`config.mk`:
```
export PLATFORM = sky130hd
export DESIGN_NAME = i2c_rdq_slave
export DESIGN_NICKNAME = d
export VERILOG_FILES = /design/src/rtl/i2c_rdq_pkg.sv /design/src/rtl/i2c_rdq_rstsync.sv /design/src/rtl/i2c_rdq_sync.sv /design/src/rtl/i2c_rdq_fifo.sv /design/src/rtl/i2c_rdq_slave.sv
export SDC_FILE = /design/constraint.sdc
export NUM_CORES = 1
export LEC_CHECK = 0
export ABC_CLOCK_PERIOD_IN_PS = 1000
export BUFFER_PORTS_ARGS = -buffer_cell sky130_fd_sc_hd__buf_2
export CAP_MARGIN = 20
export CORE_MARGIN = 2
export CORE_UTILIZATION = 53
export CTS_CLUSTER_DIAMETER = 150
export DETAILED_ROUTE_END_ITERATION = 8
export PLACE_DENSITY = 0.73
export SLEW_MARGIN = 20
export SYNTH_ARGS = -nofsm -noshare
export SYNTH_HDL_FRONTEND = slang
export SYNTH_SLANG_ARGS = --single-unit
```
`constraint.sdc`:
```
create_clock -name clk -period 1 [get_ports clk]
set_input_delay 0.05 -clock clk [delete_from_list [all_inputs] [get_ports clk]]
set_output_delay 0.05 -clock clk [all_outputs]
set_load 0.1 [all_outputs]
```
`src/rtl/i2c_rdq_pkg.sv`:
```
package i2c_rdq_pkg;

  typedef enum logic [2:0] {
    ST_IDLE = 3'd0,  // bus idle, interrupt follows the queue
    ST_ADDR = 3'd1,  // shifting in the address byte
    ST_AACK = 3'd2,  // driving the address acknowledge
    ST_TX   = 3'd3,  // shifting a data byte out
    ST_DACK = 3'd4,  // waiting for the controller ACK/NACK
    ST_ACKD = 3'd5,  // ACK seen, next byte loads on SCL fall
    ST_SKIP = 3'd6   // not addressed or finished, wait for START/STOP
  } rd_state_e;

  localparam logic [7:0] FILL_BYTE = 8'hFF;

endpackage

```
`src/rtl/i2c_rdq_rstsync.sv`:
```
module i2c_rdq_rstsync (
  input  logic clk,
  input  logic arst_n,
  output logic srst_n
);

  logic [1:0] rst_pipe;

  always_ff @(posedge clk or negedge arst_n) begin
    if (!arst_n) rst_pipe <= 2'b00;
    else         rst_pipe <= {rst_pipe[0], 1'b1};
  end

  assign srst_n = rst_pipe[1];

endmodule

```
`src/rtl/i2c_rdq_sync.sv`:
```
module i2c_rdq_sync #(
  parameter int unsigned STAGES = 2
) (
  input  logic clk,
  input  logic rst_n,
  input  logic scl_i,
  input  logic sda_i,
  output logic scl_s,
  output logic sda_s,
  output logic scl_rise,
  output logic scl_fall,
  output logic start_evt,
  output logic stop_evt
);

  logic [STAGES-1:0] scl_pipe;
  logic [STAGES-1:0] sda_pipe;
  logic              scl_q;
  logic              sda_q;

  always_ff @(posedge clk or negedge rst_n) begin
    if (!rst_n) begin
      scl_pipe <= '1;
      sda_pipe <= '1;
      scl_q    <= 1'b1;
      sda_q    <= 1'b1;
    end else begin
      scl_pipe <= {scl_pipe[STAGES-2:0], scl_i};
      sda_pipe <= {sda_pipe[STAGES-2:0], sda_i};
      scl_q    <= scl_pipe[STAGES-1];
      sda_q    <= sda_pipe[STAGES-1];
    end
  end

  assign scl_s     = scl_pipe[STAGES-1];
  assign sda_s     = sda_pipe[STAGES-1];
  assign scl_rise  = scl_s & ~scl_q;
  assign scl_fall  = ~scl_s & scl_q;
  assign start_evt = scl_s & scl_q & sda_q & ~sda_s;
  assign stop_evt  = scl_s & scl_q & ~sda_q & sda_s;

endmodule

```
`src/rtl/i2c_rdq_fifo.sv`:
```
module i2c_rdq_fifo #(
  parameter int unsigned W     = 8,
  parameter int unsigned DEPTH = 4
) (
  input  logic         clk,
  input  logic         rst_n,
  input  logic         push,
  input  logic [W-1:0] din,
  input  logic         pop,
  input  logic         flush,
  output logic [W-1:0] dout,
  output logic         empty,
  output logic         full,
  output logic         push_ok
);

  localparam int unsigned AW = (DEPTH > 1) ? $clog2(DEPTH) : 1;
  localparam int unsigned CW = $clog2(DEPTH + 1);
  localparam logic [AW-1:0] LAST_IDX = AW'(DEPTH - 1);
  localparam logic [CW-1:0] FULL_CNT = CW'(DEPTH);

  logic [W-1:0]  mem [DEPTH];
  logic [AW-1:0] wr_ptr, wr_ptr_n;
  logic [AW-1:0] rd_ptr, rd_ptr_n;
  logic [CW-1:0] count, count_n;
  logic          pop_ok;

  function automatic logic [AW-1:0] ptr_inc(input logic [AW-1:0] p);
    return (p == LAST_IDX) ? '0 : p + 1'b1;
  endfunction

  assign empty   = (count == '0);
  assign full    = (count == FULL_CNT);
  assign push_ok = push & ~full & ~flush;
  assign pop_ok  = pop & ~empty & ~flush;
  assign dout    = mem[rd_ptr];

  always_comb begin
    wr_ptr_n = wr_ptr;
    rd_ptr_n = rd_ptr;
    count_n  = count;
    if (flush) begin
      wr_ptr_n = '0;
      rd_ptr_n = '0;
      count_n  = '0;
    end else begin
      if (push_ok) wr_ptr_n = ptr_inc(wr_ptr);
      if (pop_ok)  rd_ptr_n = ptr_inc(rd_ptr);
      case ({push_ok, pop_ok})
        2'b10:   count_n = count + 1'b1;
        2'b01:   count_n = count - 1'b1;
        default: count_n = count;
      endcase
    end
  end

  always_ff @(posedge clk or negedge rst_n) begin
    if (!rst_n) begin
      wr_ptr <= '0;
      rd_ptr <= '0;
      count  <= '0;
    end else begin
      wr_ptr <= wr_ptr_n;
      rd_ptr <= rd_ptr_n;
      count  <= count_n;
    end
  end

  always_ff @(posedge clk) begin
    if (push_ok) mem[wr_ptr] <= din;
  end

endmodule

```
`src/rtl/i2c_rdq_slave.sv`:
```
module i2c_rdq_slave
  import i2c_rdq_pkg::*;
#(
  parameter logic [6:0]  SLV_ADDR    = 7'h35,
  parameter int unsigned DEPTH       = 4,
  parameter int unsigned SYNC_STAGES = 2
) (
  input  logic       clk,
  input  logic       rst_n,
  input  logic       en,
  input  logic       push_valid,
  input  logic [7:0] push_data,
  input  logic       scl_i,
  input  logic       sda_i,
  output logic       sda_oe,
  output logic       irq_n
);

  localparam int unsigned BYTE_W = 8;
  localparam int unsigned CNT_W  = $clog2(BYTE_W + 1);
  localparam logic [CNT_W-1:0] CNT_FULL = CNT_W'(BYTE_W);
  localparam logic [CNT_W-1:0] CNT_LAST = CNT_W'(BYTE_W - 1);

  logic srst_n;
  logic scl_s, sda_s, scl_rise, scl_fall, start_evt, stop_evt;
  logic [BYTE_W-1:0] fifo_dout;
  logic fifo_empty, fifo_full, push_ok;

  rd_state_e         st_q, st_n;
  logic [CNT_W-1:0]  cnt_q, cnt_n;
  logic [BYTE_W-1:0] sh_q, sh_n;
  logic              irq_q, irq_n_nxt;
  logic              load_evt, flush_evt, data_phase, last_fall, pending;

  i2c_rdq_rstsync u_rst (
    .clk    (clk),
    .arst_n (rst_n),
    .srst_n (srst_n)
  );

  i2c_rdq_sync #(.STAGES(SYNC_STAGES)) u_sync (
    .clk       (clk),
    .rst_n     (srst_n),
    .scl_i     (scl_i),
    .sda_i     (sda_i),
    .scl_s     (scl_s),
    .sda_s     (sda_s),
    .scl_rise  (scl_rise),
    .scl_fall  (scl_fall),
    .start_evt (start_evt),
    .stop_evt  (stop_evt)
  );

  i2c_rdq_fifo #(.W(BYTE_W), .DEPTH(DEPTH)) u_fifo (
    .clk     (clk),
    .rst_n   (srst_n),
    .push    (push_valid),
    .din     (push_data),
    .pop     (load_evt),
    .flush   (flush_evt),
    .dout    (fifo_dout),
    .empty   (fifo_empty),
    .full    (fifo_full),
    .push_ok (push_ok)
  );

  assign data_phase = (st_q == ST_AACK) || (st_q == ST_TX) ||
                      (st_q == ST_DACK) || (st_q == ST_ACKD);
  assign last_fall  = (st_q == ST_TX) && scl_fall && (cnt_q == CNT_LAST);
  assign pending    = ~fifo_empty | push_ok;

  // protocol next state
  always_comb begin
    st_n      = st_q;
    cnt_n     = cnt_q;
    sh_n      = sh_q;
    load_evt  = 1'b0;
    flush_evt = 1'b0;
    if (stop_evt) begin
      st_n      = ST_IDLE;
      flush_evt = data_phase;
    end else if (start_evt) begin
      st_n      = ST_ADDR;
      cnt_n     = '0;
      flush_evt = data_phase;
    end else begin
      case (st_q)
        ST_ADDR: begin
          if (scl_rise && (cnt_q != CNT_FULL)) begin
            sh_n  = {sh_q[BYTE_W-2:0], sda_s};
            cnt_n = cnt_q + 1'b1;
          end else if (scl_fall && (cnt_q == CNT_FULL)) begin
            if (en && (sh_q[7:1] == SLV_ADDR) && sh_q[0]) st_n = ST_AACK;
            else                                          st_n = ST_SKIP;
          end
        end
        ST_AACK, ST_ACKD: begin
          if (scl_fall) begin
            st_n     = ST_TX;
            load_evt = 1'b1;
            cnt_n    = '0;
            sh_n     = fifo_empty ? FILL_BYTE : fifo_dout;
          end
        end
        ST_TX: begin
          if (scl_fall) begin
            if (cnt_q == CNT_LAST) begin
              st_n = ST_DACK;
            end else begin
              sh_n  = {sh_q[BYTE_W-2:0], 1'b1};
              cnt_n = cnt_q + 1'b1;
            end
          end
        end
        ST_DACK: begin
          if (scl_rise) begin
            if (!sda_s) begin
              st_n = ST_ACKD;
            end else begin
              st_n      = ST_SKIP;
              flush_evt = 1'b1;
            end
          end
        end
        default: st_n = st_q;
      endcase
    end
  end

  // interrupt next state
  always_comb begin
    irq_n_nxt = irq_q;
    if (!en)                  irq_n_nxt = 1'b1;
    else if (st_q == ST_IDLE) irq_n_nxt = ~pending;
    else if (last_fall)       irq_n_nxt = ~pending;
  end

  always_ff @(posedge clk or negedge srst_n) begin
    if (!srst_n) begin
      st_q  <= ST_IDLE;
      cnt_q <= '0;
      sh_q  <= '1;
      irq_q <= 1'b1;
    end else begin
      st_q  <= st_n;
      cnt_q <= cnt_n;
      sh_q  <= sh_n;
      irq_q <= irq_n_nxt;
    end
  end

  assign irq_n  = irq_q;
  assign sda_oe = (st_q == ST_AACK) || ((st_q == ST_TX) && !sh_q[BYTE_W-1]);

endmodule

```
# After elaboration in Yosys (flattened, before gate mapping)
# Memory sizes are Yosys's and may differ from the RTL's.
# Cells that the tools add are included.
# W data, S select, Z words.
# word_totals
memories	1
output_inout_bits	2
input_bits	14
regBits	31
ram_bits	32
# mem_list
memory	words	word_bits	rd	rd_ports_with_merged_regs	wr	line_no	text
u_fifo.mem	4	8	1	0	1	i2c_rdq_fifo.sv:22	logic [W-1:0] mem [DEPTH];
# op_classes
bitwise	22
mux	45
n_eq_ne	29
reduce_logical	24
n_addsub	5
# ops
op	n
$mux W8	5
$mux W3	10
$ne A4 B4 Y1 const B	6
$pmux W8 S3	1
$mux W4	5
$mux W1	14
$mux W2	7
$reduce_and A7 Y1	2
$ne A3 B3 Y1 const B	4
$pmux W3 S4	1
$pmux W4 S3	1
$and A1 B1 Y1	11
$not A1 Y1	10
$eq A3 B3 Y1 const B	3
$ne A2 B2 Y1 const B	4
$eq A7 B6 Y1 const B	1
$logic_and A1 B1 Y1	7
$eq A2 B2 Y1 const B	3
$eq A3 B2 Y1 const B	2
$logic_not A3 Y1	2
$pmux W3 S2	1
$reduce_and A6 Y1	1
$reduce_bool A3 Y1	2
$reduce_bool A6 Y1	1
16 further kinds	21

# Logic depth before layout (Yosys ltp)
# depth
depth_word	13
mapped_depth	9
depth_no_buf	7

# Cells and area by module
# Synthesis repeated with hierarchy kept, for this count alone.
# hier_totals
hier_cells	261
hier_area_um2	3300.7
# modules_own_cells
module	seq_area_each_um2	area_per_inst_um2	cells_per_inst	instances
i2c_rdq_fifo	1136.1	1811.7	111	1
i2c_rdq_slave	411.6	1244.9	137	1
i2c_rdq_sync	157.7	190.2	10	1
i2c_rdq_rstsync	50.0	53.8	3	1

# Least setup slack after synthesis
# No wires, ideal clock.
# synth_timing
kind	register to register
from	register u_sync.scl_pipe[1]
to	register u_fifo.count[2]
period_less_slack_ns	2.223
arrival_ns	2.122
setup_time_ns	0.101
path_stages_with_launch	10
path_buffers	2
required_ns	0.899
setup_slack_ns	-1.223
cell_sequence	dfstp_2 buf_4 and2b_2 o211ai_1 clkbuf_1 nor2_1 fa_1 o21ai_0 a31oi_1 o32ai_1
# synth_between
elab_chain_cells	11
word_cells_on_any_way	25
# synth_rtl
element	line_no	text
start, declared	i2c_rdq_sync.sv:16	logic [STAGES-1:0] scl_pipe;
start signal, assigned	i2c_rdq_sync.sv:28	scl_pipe <= {scl_pipe[STAGES-2:0], scl_i};
$not A1 Y1	i2c_rdq_sync.sv:38	assign scl_fall = ~scl_s & scl_q;
$and A1 B1 Y1	i2c_rdq_sync.sv:38	
$mux W1	i2c_rdq_slave.sv:98	if (scl_fall) begin
$mux W1	i2c_rdq_slave.sv:87	case (st_q)
$mux W1	i2c_rdq_slave.sv:82	end else if (start_evt) begin
$mux W1	i2c_rdq_slave.sv:79	if (stop_evt) begin
$and A1 B1 Y1 (2 in series)	i2c_rdq_fifo.sv:35	assign pop_ok = pop & ~empty & ~flush;
$eq A2 B1 Y1 or $eq A2 B2 Y1 (tied branches)	i2c_rdq_fifo.sv:49	case ({push_ok, pop_ok})
$pmux W3 S2	i2c_rdq_fifo.sv:49	
$mux W3	i2c_rdq_fifo.sv:42	if (flush) begin
end signal, assigned	i2c_rdq_fifo.sv:65	count <= count_n;
end, declared	i2c_rdq_fifo.sv:25	logic [CW-1:0] count, count_n;
# Several ways; a longest one is shown, not always the timed one.
# A chain may end at the register's enable or synchronous reset.

# Worst setup path in the final report
# layout_timing
from	register st_q[1]
to	register sh_q[3]
# layout_between
elab_chain_cells	4
word_cells_on_any_way	12
# layout_rtl
element	line_no	text
start, declared	i2c_rdq_slave.sv:29	rd_state_e st_q, st_n;
start signal, assigned	i2c_rdq_slave.sv:145	st_q <= st_n;
$eq A3 B2 Y1 or $eq A3 B3 Y1 (tied branches)	i2c_rdq_slave.sv:87	
$reduce_or A2 Y1	i2c_rdq_slave.sv:87	
$ne A2 B2 Y1 (no line) or $reduce_bool A3 Y1 (tied branches)	--	
$reduce_and A7 Y1 (no line)	--	
end signal, assigned	i2c_rdq_slave.sv:147	sh_q <= sh_n;
end, declared	i2c_rdq_slave.sv:31	logic [BYTE_W-1:0] sh_q, sh_n;
# Several ways; a longest one is shown, not always the timed one.

==> metrics.yaml <==
status: "finished with violations"
violations: "negative setup slack"
final_cell_mix: "buf_4, edfxtp_1, buf_6, inv_1, dfstp_2"
syn_area_sq_um: 3120
cts_tree: "done"
critical_path.cell_chain: "buf_2 > nand2b_4 > o41a_1 > a311oi_4 > buf_12 > mux2i_2"
drc: 0
start_util: 0.556
syn_nets: 259
critPathKind: "flop to flop"
cp.required_ns: 1.27
insertion_delay_ns: 0.36
dr.pass1.iters: 4
grt_use_total: 0.284
min_path_type: "flop to asynchronous set/reset pin"
cp_top_family: "compound AO/OA/AOI/OAI gates"
setup_viol: 57
instances_no_fill: 425
core_area_sq_um: 5610
ys_seq_elements: 63
wl_per_cell_um: 21.3
async_flop_share: 0.492
path_clk_slew_ns: 0.08
fin_crit_sh: 2.11
drtAntennaViolNets: 0
synth.avg_cell_area_sq_um: 13.2
antenna_found_initial: 0
yosysSeqAreaShare: 0.563
cts_htree_levels: 3
worstPathMaxFanout: 8
dpl_worst_slack_ns: -0.969
ioPinCount: 16
port_buffers: 15
drtIter0Drc: 230
die_h_um: 80.7
max_stage_delay_ns: 0.48
wirelength_um: 9050
synthesis.instances: 237
clock_path_buffers: 2
via_per_inst: 6.03
yosys.area.top_type: "edfxtp_1"
hpwlAfterDp_um: 4680
dpl.cell_count: 379
tns_ns: -48.39
grt_pass1_vias: 2655
holdWs_ns: 0.223
drive_gt1_frac: 0.547
synth_edf_count: 32
synthTopCellsByArea: "edfxtp_1, dfrtp_1, dfstp_2"
ys_warn_count: 0
gp_congestion: 0.946
critPathArrivalTime_ns: 2.37
vias: 2564
synth_top_area_frac: 0.308
final_common_cell: "buf_4"
drv_cap: 0
diodes: 0
synthFlopType: "edfxtp_1"
critPathBufInv: 2
max_freq_mhz: 475
root_buffer: "clkbuf_8"
grt_pass1_wl_um: 13300
fp.dieArea_sq_um: 6510
peakVddDrop_mv: 1.98
rows: 27
period_needed_ns: 2.11
setup_slack_ns: -1.11
num-nets-final: 370
grt_max_degree: 30
rsz0062_at_grt: "true"
syn_to_final_growth_pct: 50.2
ys_types: 66
p_per_area_nw_per_um2: 3220
critPathLaunchType: "flop"
cts.sinks: 63
crit_path_end_kind: "flop"
die_x_um: 80.7
slowest_stage: "o41a_1"
leakage_nw: 1.92
gr-total-overflow: 0
skew_ns: 0.0158
slew_violations: 0
finalHoldViolations: 0
fin_util: 0.836
cts_inserted_buffers: 9
[power breakdown]
group          switching, W  leakage [nW]  internal [W]
sequential         0.000541         0.645       0.00362
clock               0.00108         0.114       0.00165
combinational       0.00409          1.16       0.00412
[metrics by stage]
step,power (W),cell area (sq um)
after floorplan,0.00764,3200
after global placement,0.00986,3820
after detailed placement,0.0100,3820
after CTS,0.0136,4450
after global routing,0.0157,4690
final,0.0151,4690
[final timing paths]
check,from,end,slack (ns),depth (start not counted)
worst max-delay path,st_q[1]$_DFFE_PN0P_,sh_q[3]$_DFFE_PN1P_,-1.11,6
worst min-delay path,u_rst.rst_pipe[1]$_DFF_PN0_,cnt_q[2]$_DFFE_PN0P_,0.22,1
worst max register to register,st_q[1]$_DFFE_PN0P_,sh_q[3]$_DFFE_PN1P_,-1.11,6
worst min register to register,u_rst.rst_pipe[1]$_DFF_PN0_,cnt_q[2]$_DFFE_PN0P_,0.22,1
max in group asynchronous,rst_n,u_rst.rst_pipe[0]$_DFF_PN0_,0.30,3
min in group clk,push_valid,u_fifo.count[2]$_DFFE_PN0P_,0.22,4
[metal layers]
metal / GRT usage / routed length (um) / up-vias
met1: 0.346 / 3560 / 1267
met3: 0.0629 / 623 / 32
met4: 0.163 / 342 / 0
met5: 0 / 0 / -
met2: 0.468 / 4520 / 130
li1: - / - / 1135
[registers in the layout, summed over array words and instances, names as in the netlist, 2 cells and up]
name / flops
u_fifo.wr_ptr: 2
u_sync.sda_pipe: 2
st_q: 3
u_fifo.count: 3
u_fifo.mem: 32
u_fifo.rd_ptr: 2
cnt_q: 4
sh_q: 8
u_rst.rst_pipe: 2
u_sync.scl_pipe: 2
[final cells by class]
| type | count | area (sq um) |
|---|---|---|
| Clock buffer | 10 | 128 |
| Clock inverter | 6 | 110 |
| Fill cell | 271 | 922 |
| Inverter | 17 | 63.8 |
| Multi-Input combinational cell | 145 | 1560 |
| Sequential cell | 63 | 1760 |
| Tap cell | 72 | 90.1 |
| Timing Repair Buffer | 112 | 973 |
[cell usage after synthesis, types with 4 or more instances]
library cell / n
ha_1: 7
dfstp_2: 15
nand2b_1: 5
inv_1: 17
mux2i_1: 9
mux4_1: 5
o22ai_1: 9
and3_1: 4
nand2_1: 8
clkbuf_1: 4
nor2_1: 10
edfxtp_1: 32
nand3_1: 6
o21ai_0: 9
or3_1: 4
a21oi_1: 9
dfrtp_1: 16
[cells by family (layout without fill, tap and decap cells)]
kind of cell	after synthesis	in the layout	synth area share
AO/OA/AOI/OAI	56	56	0.130
XOR/XNOR	2	2	0.00562
adder cells (fa/ha/maj)	8	8	0.0345
buffers and inverters	29	145	0.0517
flip-flops	63	63	0.563
multiplexers	18	18	0.0963
other	1	1	0.00120
AND/OR/NAND/NOR	60	60	0.118
[what timing repair did]
action                                 4_1_cts  5_1_grt
hold buffers                                13        0
endpoints found under the hold margin       37        0
buffers inserted                            10       11
gates cloned                                 1        0
resized for setup                           46       36
pin swaps                                   12       22
setup endpoints to repair                   57       57
No activity file was read; power rests on OpenSTA's default activity.
